$ cat src/rtl/tw_pkg.sv
package tw_pkg;
   typedef enum logic [2:0] {
      ST_IDLE,
      ST_CTRL,
      ST_ADDR,
      ST_WDATA,
      ST_RDATA
   } tw_state_e;
endpackage

$ cat src/rtl/tw_bus_cond.sv
module tw_bus_cond #(
   parameter int SYNC_STAGES = 2
) (
   input  logic clk,
   input  logic rst_n,
   input  logic scl_i,
   input  logic sda_i,
   output logic scl_rise_o,
   output logic scl_fall_o,
   output logic start_o,
   output logic stop_o,
   output logic sda_o
);
   logic [SYNC_STAGES-1:0] scl_sy, sda_sy;
   logic scl_d, sda_d, scl_now, sda_now;

   if (SYNC_STAGES < 1) begin : g_bad_sync
      $error("SYNC_STAGES must be at least 1");
   end

   if (SYNC_STAGES == 1) begin : g_one
      always_ff @(posedge clk or negedge rst_n) begin
         if (!rst_n) begin
            scl_sy <= '1;
            sda_sy <= '1;
         end else begin
            scl_sy <= scl_i;
            sda_sy <= sda_i;
         end
      end
   end else begin : g_chain
      always_ff @(posedge clk or negedge rst_n) begin
         if (!rst_n) begin
            scl_sy <= '1;
            sda_sy <= '1;
         end else begin
            scl_sy <= {scl_sy[SYNC_STAGES-2:0], scl_i};
            sda_sy <= {sda_sy[SYNC_STAGES-2:0], sda_i};
         end
      end
   end

   assign scl_now = scl_sy[SYNC_STAGES-1];
   assign sda_now = sda_sy[SYNC_STAGES-1];

   always_ff @(posedge clk or negedge rst_n) begin
      if (!rst_n) begin
         scl_d <= 1'b1;
         sda_d <= 1'b1;
      end else begin
         scl_d <= scl_now;
         sda_d <= sda_now;
      end
   end

   assign scl_rise_o = scl_now & ~scl_d;
   assign scl_fall_o = ~scl_now & scl_d;
   assign start_o    = scl_now & scl_d & sda_d & ~sda_now;
   assign stop_o     = scl_now & scl_d & ~sda_d & sda_now;
   assign sda_o      = sda_now;
endmodule

$ cat src/rtl/tw_page_buf.sv
module tw_page_buf #(
   parameter int PAGE_BYTES = 8,
   parameter int DATA_W     = 8,
   localparam int PG_W      = $clog2(PAGE_BYTES)
) (
   input  logic              clk,
   input  logic              rst_n,
   input  logic              clr_i,
   input  logic              wr_i,
   input  logic [PG_W-1:0]   wr_idx_i,
   input  logic [DATA_W-1:0] wr_data_i,
   input  logic [PG_W-1:0]   rd_idx_i,
   output logic [DATA_W-1:0] rd_data_o,
   output logic              rd_vld_o,
   output logic              any_o
);
   logic [DATA_W-1:0]     slot_q [PAGE_BYTES];
   logic [PAGE_BYTES-1:0] vld_q;

   always_ff @(posedge clk or negedge rst_n) begin
      if (!rst_n)
         vld_q <= '0;
      else if (clr_i)
         vld_q <= '0;
      else if (wr_i)
         vld_q[wr_idx_i] <= 1'b1;
   end

   always_ff @(posedge clk) begin
      if (wr_i)
         slot_q[wr_idx_i] <= wr_data_i;
   end

   assign rd_data_o = slot_q[rd_idx_i];
   assign rd_vld_o  = vld_q[rd_idx_i];
   assign any_o     = |vld_q;
endmodule

$ cat src/rtl/tw_mem.sv
module tw_mem #(
   parameter int DEPTH  = 128,
   parameter int DATA_W = 8,
   localparam int AW    = $clog2(DEPTH)
) (
   input  logic              clk,
   input  logic              we_i,
   input  logic [AW-1:0]     waddr_i,
   input  logic [DATA_W-1:0] wdata_i,
   input  logic [AW-1:0]     raddr_i,
   output logic [DATA_W-1:0] rdata_o
);
   logic [DATA_W-1:0] cell_q [DEPTH];

   always_ff @(posedge clk) begin
      if (we_i)
         cell_q[waddr_i] <= wdata_i;
      rdata_o <= cell_q[raddr_i];
   end
endmodule

$ cat src/rtl/tw_eeprom_slave.sv
module tw_eeprom_slave
   import tw_pkg::*;
#(
   parameter int         MEM_DEPTH   = 128,
   parameter int         PAGE_BYTES  = 8,
   parameter int         BUSY_CYC    = 200,
   parameter int         SYNC_STAGES = 2,
   parameter logic [6:0] DEV_CODE    = 7'b1010000
) (
   input  logic clk,
   input  logic rst_n,
   input  logic scl_i,
   input  logic sda_i,
   input  logic wr_en_i,
   output logic sda_oe_o,
   output logic ctl_hit_o
);
   localparam int BYTE_W = 8;
   localparam int AW     = $clog2(MEM_DEPTH);
   localparam int PG_W   = $clog2(PAGE_BYTES);
   localparam int HI_W   = AW - PG_W;
   localparam int CNT_W  = $clog2(BUSY_CYC + 1);
   localparam logic [PG_W-1:0]  PG_LAST  = PG_W'(PAGE_BYTES - 1);
   localparam logic [CNT_W-1:0] BUSY_TOP = CNT_W'(BUSY_CYC - 1);

   if ((1 << AW) != MEM_DEPTH || AW > BYTE_W) begin : g_bad_depth
      $error("MEM_DEPTH must be a power of two no larger than 256");
   end
   if (PAGE_BYTES < 2 || (1 << PG_W) != PAGE_BYTES || PAGE_BYTES >= MEM_DEPTH) begin : g_bad_page
      $error("PAGE_BYTES must be a power of two below MEM_DEPTH");
   end
   if (BUSY_CYC < PAGE_BYTES) begin : g_bad_busy
      $error("BUSY_CYC must cover the page commit");
   end

   logic scl_rise, scl_fall, start_c, stop_c, sda_s;
   tw_state_e          state_q;
   logic [3:0]         bitcnt_q;
   logic               in_ack_q, sda_oe_q, hit_q, mack_q;
   logic [BYTE_W-1:0]  rx_sh_q, tx_sh_q, rd_q, slot_data;
   logic [AW-1:0]      ptr_q;
   logic [HI_W-1:0]    page_base_q;
   logic               busy_q, commit_on_q, slot_vld, buf_any;
   logic [CNT_W-1:0]   busy_cnt_q;
   logic [PG_W-1:0]    commit_idx_q;
   logic               evt_byte, buf_wr, buf_clr, commit_go, commit_end, mem_we;

   tw_bus_cond #(.SYNC_STAGES(SYNC_STAGES)) cond_i (
      .clk(clk), .rst_n(rst_n), .scl_i(scl_i), .sda_i(sda_i),
      .scl_rise_o(scl_rise), .scl_fall_o(scl_fall),
      .start_o(start_c), .stop_o(stop_c), .sda_o(sda_s)
   );

   assign evt_byte   = (state_q != ST_IDLE) && !start_c && !stop_c && scl_fall
                       && !in_ack_q && (bitcnt_q == 4'd8);
   assign buf_wr     = evt_byte && (state_q == ST_WDATA);
   assign commit_go  = stop_c && buf_any && wr_en_i && !busy_q;
   assign commit_end = commit_on_q && (commit_idx_q == PG_LAST);
   assign buf_clr    = (evt_byte && (state_q == ST_ADDR)) || commit_end
                       || (stop_c && !wr_en_i && !busy_q);
   assign mem_we     = commit_on_q && slot_vld;

   tw_page_buf #(.PAGE_BYTES(PAGE_BYTES), .DATA_W(BYTE_W)) buf_i (
      .clk(clk), .rst_n(rst_n), .clr_i(buf_clr), .wr_i(buf_wr),
      .wr_idx_i(ptr_q[PG_W-1:0]), .wr_data_i(rx_sh_q),
      .rd_idx_i(commit_idx_q), .rd_data_o(slot_data),
      .rd_vld_o(slot_vld), .any_o(buf_any)
   );

   tw_mem #(.DEPTH(MEM_DEPTH), .DATA_W(BYTE_W)) mem_i (
      .clk(clk), .we_i(mem_we), .waddr_i({page_base_q, commit_idx_q}),
      .wdata_i(slot_data), .raddr_i(ptr_q), .rdata_o(rd_q)
   );

   // commit sequencer and busy interval
   always_ff @(posedge clk or negedge rst_n) begin
      if (!rst_n) begin
         commit_on_q  <= 1'b0;
         commit_idx_q <= '0;
         busy_q       <= 1'b0;
         busy_cnt_q   <= '0;
      end else if (commit_go) begin
         commit_on_q  <= 1'b1;
         commit_idx_q <= '0;
         busy_q       <= 1'b1;
         busy_cnt_q   <= BUSY_TOP;
      end else begin
         if (commit_on_q) begin
            commit_idx_q <= commit_idx_q + 1'b1;
            if (commit_end)
               commit_on_q <= 1'b0;
         end
         if (busy_q) begin
            if (busy_cnt_q == '0)
               busy_q <= 1'b0;
            else
               busy_cnt_q <= busy_cnt_q - 1'b1;
         end
      end
   end

   // bus protocol sequencer
   always_ff @(posedge clk or negedge rst_n) begin
      if (!rst_n) begin
         state_q     <= ST_IDLE;
         bitcnt_q    <= '0;
         in_ack_q    <= 1'b0;
         sda_oe_q    <= 1'b0;
         hit_q       <= 1'b0;
         mack_q      <= 1'b0;
         rx_sh_q     <= '0;
         tx_sh_q     <= '0;
         ptr_q       <= '0;
         page_base_q <= '0;
      end else begin
         hit_q <= 1'b0;
         if (start_c) begin
            state_q  <= ST_CTRL;
            bitcnt_q <= '0;
            in_ack_q <= 1'b0;
            sda_oe_q <= 1'b0;
         end else if (stop_c) begin
            state_q  <= ST_IDLE;
            bitcnt_q <= '0;
            in_ack_q <= 1'b0;
            sda_oe_q <= 1'b0;
         end else if (state_q != ST_IDLE) begin
            if (scl_rise) begin
               if (!in_ack_q && bitcnt_q < 4'd8) begin
                  if (state_q != ST_RDATA)
                     rx_sh_q <= {rx_sh_q[BYTE_W-2:0], sda_s};
                  bitcnt_q <= bitcnt_q + 4'd1;
               end else if (in_ack_q && state_q == ST_RDATA) begin
                  mack_q <= ~sda_s;
               end
            end else if (scl_fall) begin
               if (in_ack_q) begin
                  in_ack_q <= 1'b0;
                  bitcnt_q <= '0;
                  if (state_q == ST_RDATA && mack_q) begin
                     tx_sh_q  <= rd_q;
                     sda_oe_q <= ~rd_q[BYTE_W-1];
                     ptr_q    <= ptr_q + 1'b1;
                  end else if (state_q == ST_RDATA) begin
                     state_q  <= ST_IDLE;
                     sda_oe_q <= 1'b0;
                  end else begin
                     sda_oe_q <= 1'b0;
                  end
               end else if (evt_byte) begin
                  in_ack_q <= 1'b1;
                  unique case (state_q)
                     ST_CTRL: begin
                        if (rx_sh_q[BYTE_W-1:1] == DEV_CODE && !busy_q) begin
                           sda_oe_q <= 1'b1;
                           hit_q    <= 1'b1;
                           mack_q   <= 1'b1;
                           state_q  <= rx_sh_q[0] ? ST_RDATA : ST_ADDR;
                        end else begin
                           in_ack_q <= 1'b0;
                           state_q  <= ST_IDLE;
                        end
                     end
                     ST_ADDR: begin
                        sda_oe_q    <= 1'b1;
                        ptr_q       <= rx_sh_q[AW-1:0];
                        page_base_q <= rx_sh_q[AW-1:PG_W];
                        state_q     <= ST_WDATA;
                     end
                     ST_WDATA: begin
                        sda_oe_q <= 1'b1;
                        ptr_q    <= {ptr_q[AW-1:PG_W], ptr_q[PG_W-1:0] + 1'b1};
                     end
                     default: sda_oe_q <= 1'b0;
                  endcase
               end else if (state_q == ST_RDATA && bitcnt_q != 4'd0) begin
                  tx_sh_q  <= {tx_sh_q[BYTE_W-2:0], 1'b0};
                  sda_oe_q <= ~tx_sh_q[BYTE_W-2];
               end
            end
         end
      end
   end

   assign sda_oe_o  = sda_oe_q;
   assign ctl_hit_o = hit_q;
endmodule

$ cat config.mk
export PLATFORM = sky130hd
export DESIGN_NAME = tw_eeprom_slave
export DESIGN_NICKNAME = d
export VERILOG_FILES = /design/src/rtl/tw_pkg.sv /design/src/rtl/tw_bus_cond.sv /design/src/rtl/tw_page_buf.sv /design/src/rtl/tw_mem.sv /design/src/rtl/tw_eeprom_slave.sv
export SDC_FILE = /design/constraint.sdc
export NUM_CORES = 1
export LEC_CHECK = 0
export BUFFER_PORTS_ARGS = -buffer_cell sky130_fd_sc_hd__buf_2
export CAP_MARGIN = 20
export CORE_MARGIN = 2
export CORE_UTILIZATION = 49
export CTS_BUF_LIST = sky130_fd_sc_hd__clkbuf_4 sky130_fd_sc_hd__clkbuf_8 sky130_fd_sc_hd__clkbuf_16
export DETAILED_ROUTE_END_ITERATION = 8
export PLACE_DENSITY = 0.7
export SLEW_MARGIN = 0
export SYNTH_ARGS = -nofsm -noshare
export SYNTH_HDL_FRONTEND = slang
export SYNTH_SLANG_ARGS = --single-unit
$ cat constraint.sdc
create_clock -name clk -period 10.05 [get_ports clk]
set_clock_uncertainty 0.1 [all_clocks]
set_input_delay 1.5075 -clock clk [delete_from_list [all_inputs] [get_ports clk]]
set_output_delay 1.5075 -clock clk [all_outputs]
set_load 0.005 [all_outputs]
# --- Word-level counts from Yosys, hierarchy flattened ---
# Memory sizes are Yosys's and may differ from the RTL's. A register that Yosys moved wholly into a read port is not among the register bits.
# Cells that the tools add are included.
# Widths: inputs -> output; s select.
word_totals:
  input_bits: 5
  ramBits: 1088
  memories: 2
  output_inout_bits: 2
  reg_bits: 64
memory_table:
  columns: ["name", "words", "width", "rd", "rd_clocked_by_memory_dff", "write_ports", "line_no", "text"]
  rows:
  - ["mem_i.cell_q", 128, 8, 1, 1, 1, "tw_mem.sv:13", "logic [DATA_W-1:0] cell_q [DEPTH];"]
  - ["buf_i.slot_q", 8, 8, 1, 0, 1, "tw_page_buf.sv:17", "logic [DATA_W-1:0] slot_q [PAGE_BYTES];"]
classes:
  reduce_logical: 61
  bitwise_logic: 18
  eq_ne: 20
  n_lt_le_gt_ge: 4
  n_addsub: 5
  n_mux: 83
ops:
  columns: ["operator", "n"]
  rows:
  - ["$mux 7", 7]
  - ["$mux 1", 46]
  - ["$mux 8", 5]
  - ["$mux 3", 13]
  - ["$mux 4", 7]
  - ["$reduce_and 8->1", 3]
  - ["$logic_and 1x1->1", 20]
  - ["$reduce_bool 2->1", 10]
  - ["$reduce_bool 4->1", 4]
  - ["$pmux 7 s2", 1]
  - ["$reduce_bool 3->1", 4]
  - ["$ne 2x2->1 const B", 5]
  - ["$not 1->1", 10]
  - ["$reduce_and 10->1", 1]
  - ["$reduce_bool 5->1", 2]
  - ["$reduce_and 9->1", 1]
  - ["$logic_not 8->1", 1]
  - ["$lt 3x4->1 const B", 2]
  - ["$ne 4x4->1 const B", 2]
  - ["$or 8x8->8", 1]
  - ["$reduce_or 8->1", 1]
  - ["$sub 8x1->8 const B", 1]
  - ["$add 7x1->7 const B", 1]
  - ["$and 1x1->1", 7]
  - ["other kinds (26)", 36]

# --- Longest topological paths before layout ---
# Gate-level depths: netlist of the first run.
logic_depth:
  word_depth: 16
  ltp_mapped: 11
  mapped_depth_nobuf: 8

# --- Modules after synthesis ---
# Synthesis of the first run repeated with hierarchy kept, for this count alone.
unflattened:
  cells_unflattened: 2055
  hier_area_um2: 45601.2
modules_own_cells:
  columns: ["mod", "seq_area_each_um2", "area_each_um2", "cells_per_inst", "n_inst"]
  rows:
  - ["tw_mem", 30909.6, 39668.0, 1635, 1]
  - ["tw_page_buf", 2122.0, 2941.6, 141, 1]
  - ["tw_eeprom_slave", 1251.2, 2801.4, 269, 1]
  - ["tw_bus_cond", 157.7, 190.2, 10, 1]

# --- Least setup slack after synthesis of the first run ---
# OpenSTA, ideal clock, no wires.
synth_timing:
  path_type: "flip-flop to flip-flop"
  startpoint: "reg commit_idx_q[0]"
  endpoint: "mem mem_i.cell_q[0][1], data pin"
  path_buffers: 2
  required_ns: 8.753
  setup_slack_ns: 2.739
  arrival_ns: 6.014
  path_stages_with_launch: 4
  setup_time_ns: 1.197
  path_cell_list: "dfrtp_1 -> buf_1 -> clkbuf_1 -> o21ai_0"
synth_via:
  elab_chain_len: 1
synth_lines:
  columns: ["element", "line_no", "text"]
  rows:
  - ["start: declaration", "tw_eeprom_slave.sv:45", "logic [PG_W-1:0] commit_idx_q;"]
  - ["start signal: assignment", "tw_eeprom_slave.sv:89", "commit_idx_q <= commit_idx_q + 1'b1;"]
  - ["$mem_v2 8x8", null, null]
  - ["net buf_i.rd_data_o[1]", "tw_page_buf.sv:13", "output logic [DATA_W-1:0] rd_data_o,"]
  - ["end: declaration", "tw_mem.sv:13", null]
# The timed path passes the listed nets, and every way through them passes these cells.

==> summary.md, run 1 <==
| Metric | Value |
|---|---|
| Final Cell Area | 0.05126 mm^2 |
| Total global routing overflow | 0 |
| Most used DFF post-synth | edfxtp_1 |
| Synth warn | 0 |
| Worst-margin pin slew | 1179 ps |
| Initial Util | 49.56% |
| Total chip power | 9.542 mW |
| Layout area overhead | 10.49% |
| Mapped Avg Cell Area | 16.74 um^2 |
| CTS resizes | 0 |
| Crit path launch type | flip-flop |
| Sw power | 1.842 mW |
| Ys async rst share | 5.517% |
| Clock H-tree levels | 3 |
| Row cnt | 112 |
| CTS tree | done |
| Synth top area share | 70.42% |
| Cell Pwr Density | 186.2 mW/mm^2 |
| CP arrival | 5120 ps |
| Antenna viol nets, final | 0 |
| CP Cell Sequence | buf_4, buf_4, mux2i_1, o22a_1, o221ai_1, a221oi_1, a222oi_1 |
| Die X | 311.7 um |
| Final hold vios | 0 |
| Slowest stage delay, CP | 1010 ps |
| Cells after synthesis | 2772 |
| CP endpoint | mem_i.rdata_o[6]$_DFF_P_ |
| Critical path required time | 10480 ps |
| Buffer count from post-CTS setup fixing | 0 |
| Final setup viols | 0 |
| Synth area leaders | edfxtp_1 (70%), mux2i_1 (4.8%), dfrtp_1 (3.1%) |
| Switching part of the total power | 19.31% |
| Max Freq | 213.4 MHz |
| CP startpoint | ptr_q[1]$_DFFE_PN0P_ |
| Cell accounting for the most synthesized area | edfxtp_1 |
| Slew Viols, Final | 0 |
| FILL cells | 7242 |
| Crit path buffers/inverters | 2 |
| CP Capture Type | flip-flop |
| Root Driver | clkbuf_16 |
| Placed inst area | 0.04751 mm^2 |
| Finished Core Util | 54.76% |
| RSZ-0062 raised after global routing | false |
| Syn Std Cell Area | 0.04639 mm^2 |
| Vias in the first global route | 26979 |
| Layout cells sized above 1 | 15.00% |
| Drt wl/cell | 32.49 um |
| # IOs | 7 |
| Initial antenna violation count | 2 |
| Hold buffers post-CTS | 0 |
| Synth Register Bits | 1160 |
| WS Path Type | reg2reg |
| Final Wtd Congestion | 0.9435 |
| Internal | 7.700 mW |
| Power share of the clock group | 45.0% |
| Most frequent cell after synthesis | edfxtp_1 |
| Crit path max-delay family | buffers and inverters |
| Worst-path clk slew | 60 ps |
| IO Port Bufs | 6 |
| Static leakage | 16.09 nW |
| Remaining DRCs | 0 |
| Critical path peak fanout | 58 |
| Power share of the combinational group | 0.2% |
| Die Height | 311.7 um |
| Tmin final | 4687 ps |
| Core area | 0.09361 mm^2 |
| FF-to-FF path depth | 7 |
| R2R Setup Slk | 5360 ps |
| Reg-to-Reg End | mem_i.rdata_o[6]$_DFF_P_ |
| Post-synth EDFFs | 1088 |
| Iteration-0 DRC Markers | 4461 |
| Min-Delay Path Class | reg2reg |
| TritonRoute pass-1 iters | 7 |
| Max cap viols | 0 |
| Sequential share of the synthesized area | 74.24% |
| Routed vias/inst | 6.711 |
| Nets | 2787 |
| CTS buffer count | 113 |
| Synth cell count leaders | edfxtp_1 (1088), mux2i_1 (222), nor2_1 (193) |
| Status | completed |
| Global-route wire length before repair | 191.5 mm |
| Total GRT Usage | 27.13% |
| Maximum vdd drop | 0.1297 mV |
| # clock sinks | 1160 |
| Synth Net Count | 2787 |
| Routed wire length | 133.9 mm |
| Die area | 0.09716 mm^2 |
| Reg2reg start | ptr_q[1]$_DFFE_PN0P_ |
| Post-route setup TNS | 0 ps |
| ANT cells | 0 |
| Sequential share of power | 54.7% |
| Critical Path Slowest Stage Cell | a221oi_1 |
| DP HPWL | 77.94 mm |
| Cell variety after synth | 82 |
| Period Utilization, post-route | 46.64% |
| Most used cell, CP | buf_4 |
| Vias | 27648 |
| Clock latency on the worst-skew pair | 720 ps |
| CTS Buffer Depth | 3 |
| Pin count of the biggest net entering global routing | 155 |
| Slew Limit Headroom | 21.28% |
| Critical path depth | 7 |
cell families (layout without fill, tap and decap cells):
| group | count (synthesis) | after routing | share of synthesized area, % |
|---|---|---|---|
| DFF | 1160 | 1160 | 74.24 |
| AOI/OAI and AO/OA | 598 | 598 | 9.480 |
| and+or+nand+nor | 431 | 431 | 4.167 |
| muxes | 361 | 361 | 9.183 |
| buffers and inverters | 204 | 298 | 2.514 |
| adders and majority gates | 10 | 10 | 0.2697 |
| xor gates and xnor gates | 8 | 8 | 0.1510 |
per-stage QoR:
step                std cells  setup WS (ps)  hold WS, ps
floorplan                2772           2739        245.2
global placement         3910           5340        249.9
detailed placement       3911           5658        248.4
CTS                      4120           5626        258.6
global route             4120           5304        265.3
finish                   4120           5363        256.9
metal layers:
metal  part of all wire (%)  vias to the layer above  GRT usage [%]
met2                     44                     2201          40.56
met5                      0                        -              0
met1                     36                    13799          35.77
met3                     14                      474          8.299
li1                       -                    11174              -
met4                    6.2                        0          14.49
layout by cell type, fill, tap and decap left out, drive strengths merged, types with 8 or more instances in the layout:
| master | n |
|---|---|
| o2bb2ai | 15 |
| a21oi | 71 |
| o21ai | 96 |
| nor2b | 19 |
| mux2i | 222 |
| a221o | 29 |
| a31oi | 32 |
| a22o | 26 |
| mux2 | 97 |
| inv | 27 |
| dfrtp | 58 |
| nand3 | 26 |
| clkinv | 52 |
| o221ai | 21 |
| a22oi | 77 |
| a221oi | 97 |
| mux4 | 42 |
| nor3 | 21 |
| o21a | 10 |
| edfxtp | 1088 |
| dfxtp | 8 |
| buf | 66 |
| bufinv | 13 |
| nand2 | 109 |
| a211oi | 14 |
| o22ai | 29 |
| clkbuf | 138 |
| nand2b | 15 |
| o211ai | 9 |
| nor2 | 194 |
| ha | 10 |
power by group through the flow:
| stage | Combinational [mW] | Sequential (mW) | Clock [mW] |
|---|---|---|---|
| detailed placement | 0.0232 | 5.33 | 0 |
| CTS | 0.0236 | 5.22 | 4.30 |
| global placement | 0.0224 | 5.33 | 0 |
| global route | 0.0266 | 5.22 | 4.50 |
| finish | 0.0231 | 5.22 | 4.30 |
| floorplan | 0.0141 | 5.32 | 0 |
sequential cells by signal, summed over array words and instances, names as in the netlist, 7 cells and up:
register / count
rx_sh_q: 8
tx_sh_q: 7
buf_i.slot_q: 64
buf_i.vld_q: 8
ptr_q: 7
mem_i.cell_q: 1024
mem_i.rdata_o: 8
busy_cnt_q: 8
area by class of cell:
type / instances / area, um^2 / area share [%]
well taps: 1254 / 1569 / 3.061
clock buffers: 138 / 3033 / 5.917
multi-input cells: 1408 / 10900 / 21.27
inverters: 23 / 86.33 / 0.1684
clock inverters: 71 / 711.9 / 1.389
repair buffers: 66 / 503.0 / 0.9813
flip-flops and latches: 1160 / 34450 / 67.21
worst min-delay path by stage:
stage	cells past startpoint	endpoint	slack, ps	from
3_5_place_dp	0	cond_i.sda_sy[1]$_DFF_PN1_	250	cond_i.sda_sy[0]$_DFF_PN1_
5_1_grt	0	cond_i.sda_sy[1]$_DFF_PN1_	270	cond_i.sda_sy[0]$_DFF_PN1_
3_3_place_gp	0	cond_i.sda_sy[1]$_DFF_PN1_	250	cond_i.sda_sy[0]$_DFF_PN1_
2_1_floorplan	0	cond_i.scl_sy[1]$_DFF_PN1_	250	cond_i.scl_sy[0]$_DFF_PN1_
4_1_cts	0	cond_i.scl_sy[1]$_DFF_PN1_	260	cond_i.scl_sy[0]$_DFF_PN1_
6_report	0	cond_i.scl_sy[1]$_DFF_PN1_	260	cond_i.scl_sy[0]$_DFF_PN1_
worst register-to-register path, delay by kind of cell, from the launching register on:
kind	cells	cell delay [ps]
buffers and inverters	2	1650
DFF	1	870
AOI/OAI and AO/OA	4	1530
muxes	1	360
(Power assumes the default switching activity.)
==> inputs of run 2 (changes only) <==
--- a/config.mk
+++ b/config.mk
@@ -5,13 +5,14 @@
 export SDC_FILE = /design/constraint.sdc
 export NUM_CORES = 1
 export LEC_CHECK = 0
+export ABC_AREA = 1
 export BUFFER_PORTS_ARGS = -buffer_cell sky130_fd_sc_hd__buf_2
 export CAP_MARGIN = 20
 export CORE_MARGIN = 2
 export CORE_UTILIZATION = 49
 export CTS_BUF_LIST = sky130_fd_sc_hd__clkbuf_4 sky130_fd_sc_hd__clkbuf_8 sky130_fd_sc_hd__clkbuf_16
 export DETAILED_ROUTE_END_ITERATION = 8
-export PLACE_DENSITY = 0.7
+export PLACE_DENSITY = 0.72
 export SLEW_MARGIN = 0
 export SYNTH_ARGS = -nofsm -noshare
 export SYNTH_HDL_FRONTEND = slang
==> constraint.sdc (replaced) <==
create_clock -name clk -period 3.9 [get_ports clk]
set_clock_uncertainty 0.1 [all_clocks]
set_input_delay 0.585 -clock clk [delete_from_list [all_inputs] [get_ports clk]]
set_output_delay 0.585 -clock clk [all_outputs]
set_load 0.005 [all_outputs]
==> run 2 against run 1 <==
- sequential power grew to 2.6 times the previous value
- non-clock buffer count increased by 115
- clock power grew to 2.7 times the previous value
- synthesized cell count increased by 66%
- critical path type unchanged
- core utilization is 1.1 points higher
- total power increased to 2.7 times the previous value
- flip-flop and latch count is the same
- via count up 22%
- die area grew 4.2%
- global-route usage is 1.3 points lower
- synthesized area increased by 4.3%
==> summary.md, run 2 <==
| Metric | Value |
|---|---|
| Sw power | 4.978 mW |
| Row cnt | 115 |
| Adder-cell share of the synthesized area | 0.2586% |
| Post-route setup TNS | 0 ps |
| Most used DFF post-synth | edfxtp_1 |
| Power share of the combinational group | 0.8% |
| Multi-input gate area | 0.01259 mm^2 |
| Pin count of the biggest net entering global routing | 226 |
| Cells after synthesis | 4588 |
| Buffer count from post-CTS setup fixing | 0 |
| Antenna viol nets, final | 0 |
| Synth area leaders | edfxtp_1 (68%), nand2_1 (18%), dfrtp_1 (3.0%) |
| Post-Place Cells | 5847 |
| CP arrival | 3430 ps |
| Final hold vios | 0 |
| # clock sinks | 1160 |
| Largest family of logic cells by synthesized area | simple AND/OR/NAND/NOR gates |
| Clock latency on the worst-skew pair | 700 ps |
| Static leakage | 21.85 nW |
| Sequential share of power | 53.2% |
| Ys async rst share | 5.517% |
| Regs by FF count | mem_i.cell_q: 1024 flops, buf_i.slot_q: 64 flops |
| Placed inst area | 0.05077 mm^2 |
| Crit path launch type | flip-flop |
| RSZ-0062 raised after global routing | false |
| CTS resizes | 0 |
| Worst-margin pin slew | 1282 ps |
| Synth warn | 0 |
| FF+latch area | 0.03445 mm^2 |
| Synth cell count leaders | nand2_1 (2338), edfxtp_1 (1088), nor2_1 (326) |
| Total global routing overflow | 0 |
| Tmin final | 3203 ps |
| Hold buffers post-CTS | 3 |
| Die area | 0.1013 mm^2 |
| CTS tree | done |
| Final setup viols | 0 |
| Routed wire length | 131.6 mm |
| Cell variety after synth | 41 |
| Nets | 4693 |
| Largest Register | mem_i.cell_q |
| WS Path Type | reg2reg |
| Drt wl/cell | 21.70 um |
| Core area | 0.09813 mm^2 |
| Synth Net Count | 4603 |
| Initial Util | 49.30% |
| # IOs | 7 |
| Critical path required time | 4120 ps |
| Post-synth EDFFs | 1088 |
| Die X | 318.2 um |
| Cell Pwr Density | 464.8 mW/mm^2 |
| Status | completed |
| Cell accounting for the most synthesized area | edfxtp_1 |
| Setup WS post-layout | 697.3 ps |
| Die Height | 318.2 um |
| Synth top area share | 67.53% |
| Post-synthesis compound-gate area fraction | 2.361% |
| Multiplexer share of the synthesized area | 0% |
| Period Utilization, post-route | 82.12% |
| FILL cells | 8016 |
| Slew Viols, Final | 0 |
| Global-route wire length before repair | 199.3 mm |
| Max cap viols | 0 |
| Iteration-0 DRC Markers | 4788 |
| Vias | 33803 |
| IO Port Bufs | 6 |
| CP Capture Type | flip-flop |
| Clock H-tree levels | 3 |
| Max reg flops | 1024 |
| Maximum vdd drop | 0.4036 mV |
| DP Worst Slack | 743.3 ps |
| Min-Delay Path Class | reg2reg |
| Non-Filler Instances | 6064 |
| Worst-path clk slew | 60 ps |
| ANT cells | 0 |
| Sequential share of the synthesized area | 71.19% |
| Final Wtd Congestion | 0.9769 |
| Layout area overhead | 13.35% |
| Most frequent cell after synthesis | nand2_1 |
| Finished Core Util | 55.88% |
| Remaining DRCs | 0 |
| Total GRT Usage | 25.86% |
| Most frequent cells in the layout | nand2_1 (2337), edfxtp_1 (1088), nor2_1 (323) |
| Critical path peak fanout | 14 |
| CTS buffer count | 113 |
| Commonest non-fill, non-tap cell in the layout | nand2_1 |
| Root Driver | clkbuf_16 |
| Total chip power | 25.49 mW |
| Switching part of the total power | 19.53% |
| XOR/XNOR Fraction of Synth Area | 0.05431% |
| TritonRoute pass-1 iters | 6 |
| Power share of the clock group | 46.0% |
| Worst hold slack | 257.7 ps |
| Final Cell Area | 0.05484 mm^2 |
| Synth Register Bits | 1160 |
| Routed vias/inst | 5.574 |
| Max Freq | 312.2 MHz |
| Synth Area in Simple Gates | 23.14% |
| Vias in the first global route | 32619 |
| Initial antenna violation count | 1 |
| DP HPWL | 79.23 mm |
| CTS Buffer Depth | 3 |
| Slew Limit Headroom | 14.52% |
| Mapped Avg Cell Area | 10.54 um^2 |
| Syn Std Cell Area | 0.04838 mm^2 |
| Layout cells sized above 1 | 9.001% |
| Internal | 20.51 mW |
[run 2: worst max-delay path, stage by stage (launching register included)]
cell and delay (ps):
dfrtp_1 550, inv_2 170, nand3_1 110, inv_2 240, nand2_1 140, o2111ai_4 300, nand3_4 550, nor2_1 660
[run 2: worst paths after layout]
kind                                             startpoint                             to  slack (ps)  cells past startpoint
worst max-delay path            commit_idx_q[0]$_DFFE_PN0P_  mem_i.cell_q[22][6]$_DFFE_PP_         700                      7
worst min-delay path             cond_i.sda_sy[0]$_DFF_PN1_     cond_i.sda_sy[1]$_DFF_PN1_         260                      0
worst max register to register  commit_idx_q[0]$_DFFE_PN0P_  mem_i.cell_q[22][6]$_DFFE_PP_         700                      7
worst min register to register   cond_i.sda_sy[0]$_DFF_PN1_     cond_i.sda_sy[1]$_DFF_PN1_         260                      0
max in group asynchronous                             rst_n           ptr_q[2]$_DFFE_PN0P_        2380                      3
min in group asynchronous                             rst_n        bitcnt_q[3]$_DFFE_PN0P_         450                      2
[run 2: logic make-up (layout without fill, tap and decap cells)]
group,count (synthesis),count (layout)
simple gates,2868,2868
xor+xnor,3,3
buf+inv,344,533
fa+ha+maj,10,10
flops,1160,1160
compound gates,203,203
[run 2: area by class of cell]
type / count / area share, %
clock buffers: 138 / 5.665
multi-input cells: 3084 / 22.96
well taps: 1287 / 2.937
repair buffers: 181 / 2.921
inverters: 138 / 0.9971
flip-flops and latches: 1160 / 62.83
clock inverters: 76 / 1.688
[run 2: power groups by stage]
stage	clock [mW]	sequential [mW]	combinational (mW)
final	11.7	13.6	0.198
after global routing	12.3	13.6	0.236
after CTS	11.8	13.6	0.197
after detailed placement	0	13.8	0.195
after global placement	0	13.8	0.186
after floorplan	0	13.8	0.138
[run 2: layer usage]
metal | vias to the layer above | share of wire, % | GRT usage, %
li1 | 15348 | - | -
met1 | 16114 | 38 | 34.44
met2 | 1973 | 46 | 40.97
met3 | 366 | 11 | 4.566
met4 | 2 | 5.4 | 13.33
met5 | - | 0.0099 | 0
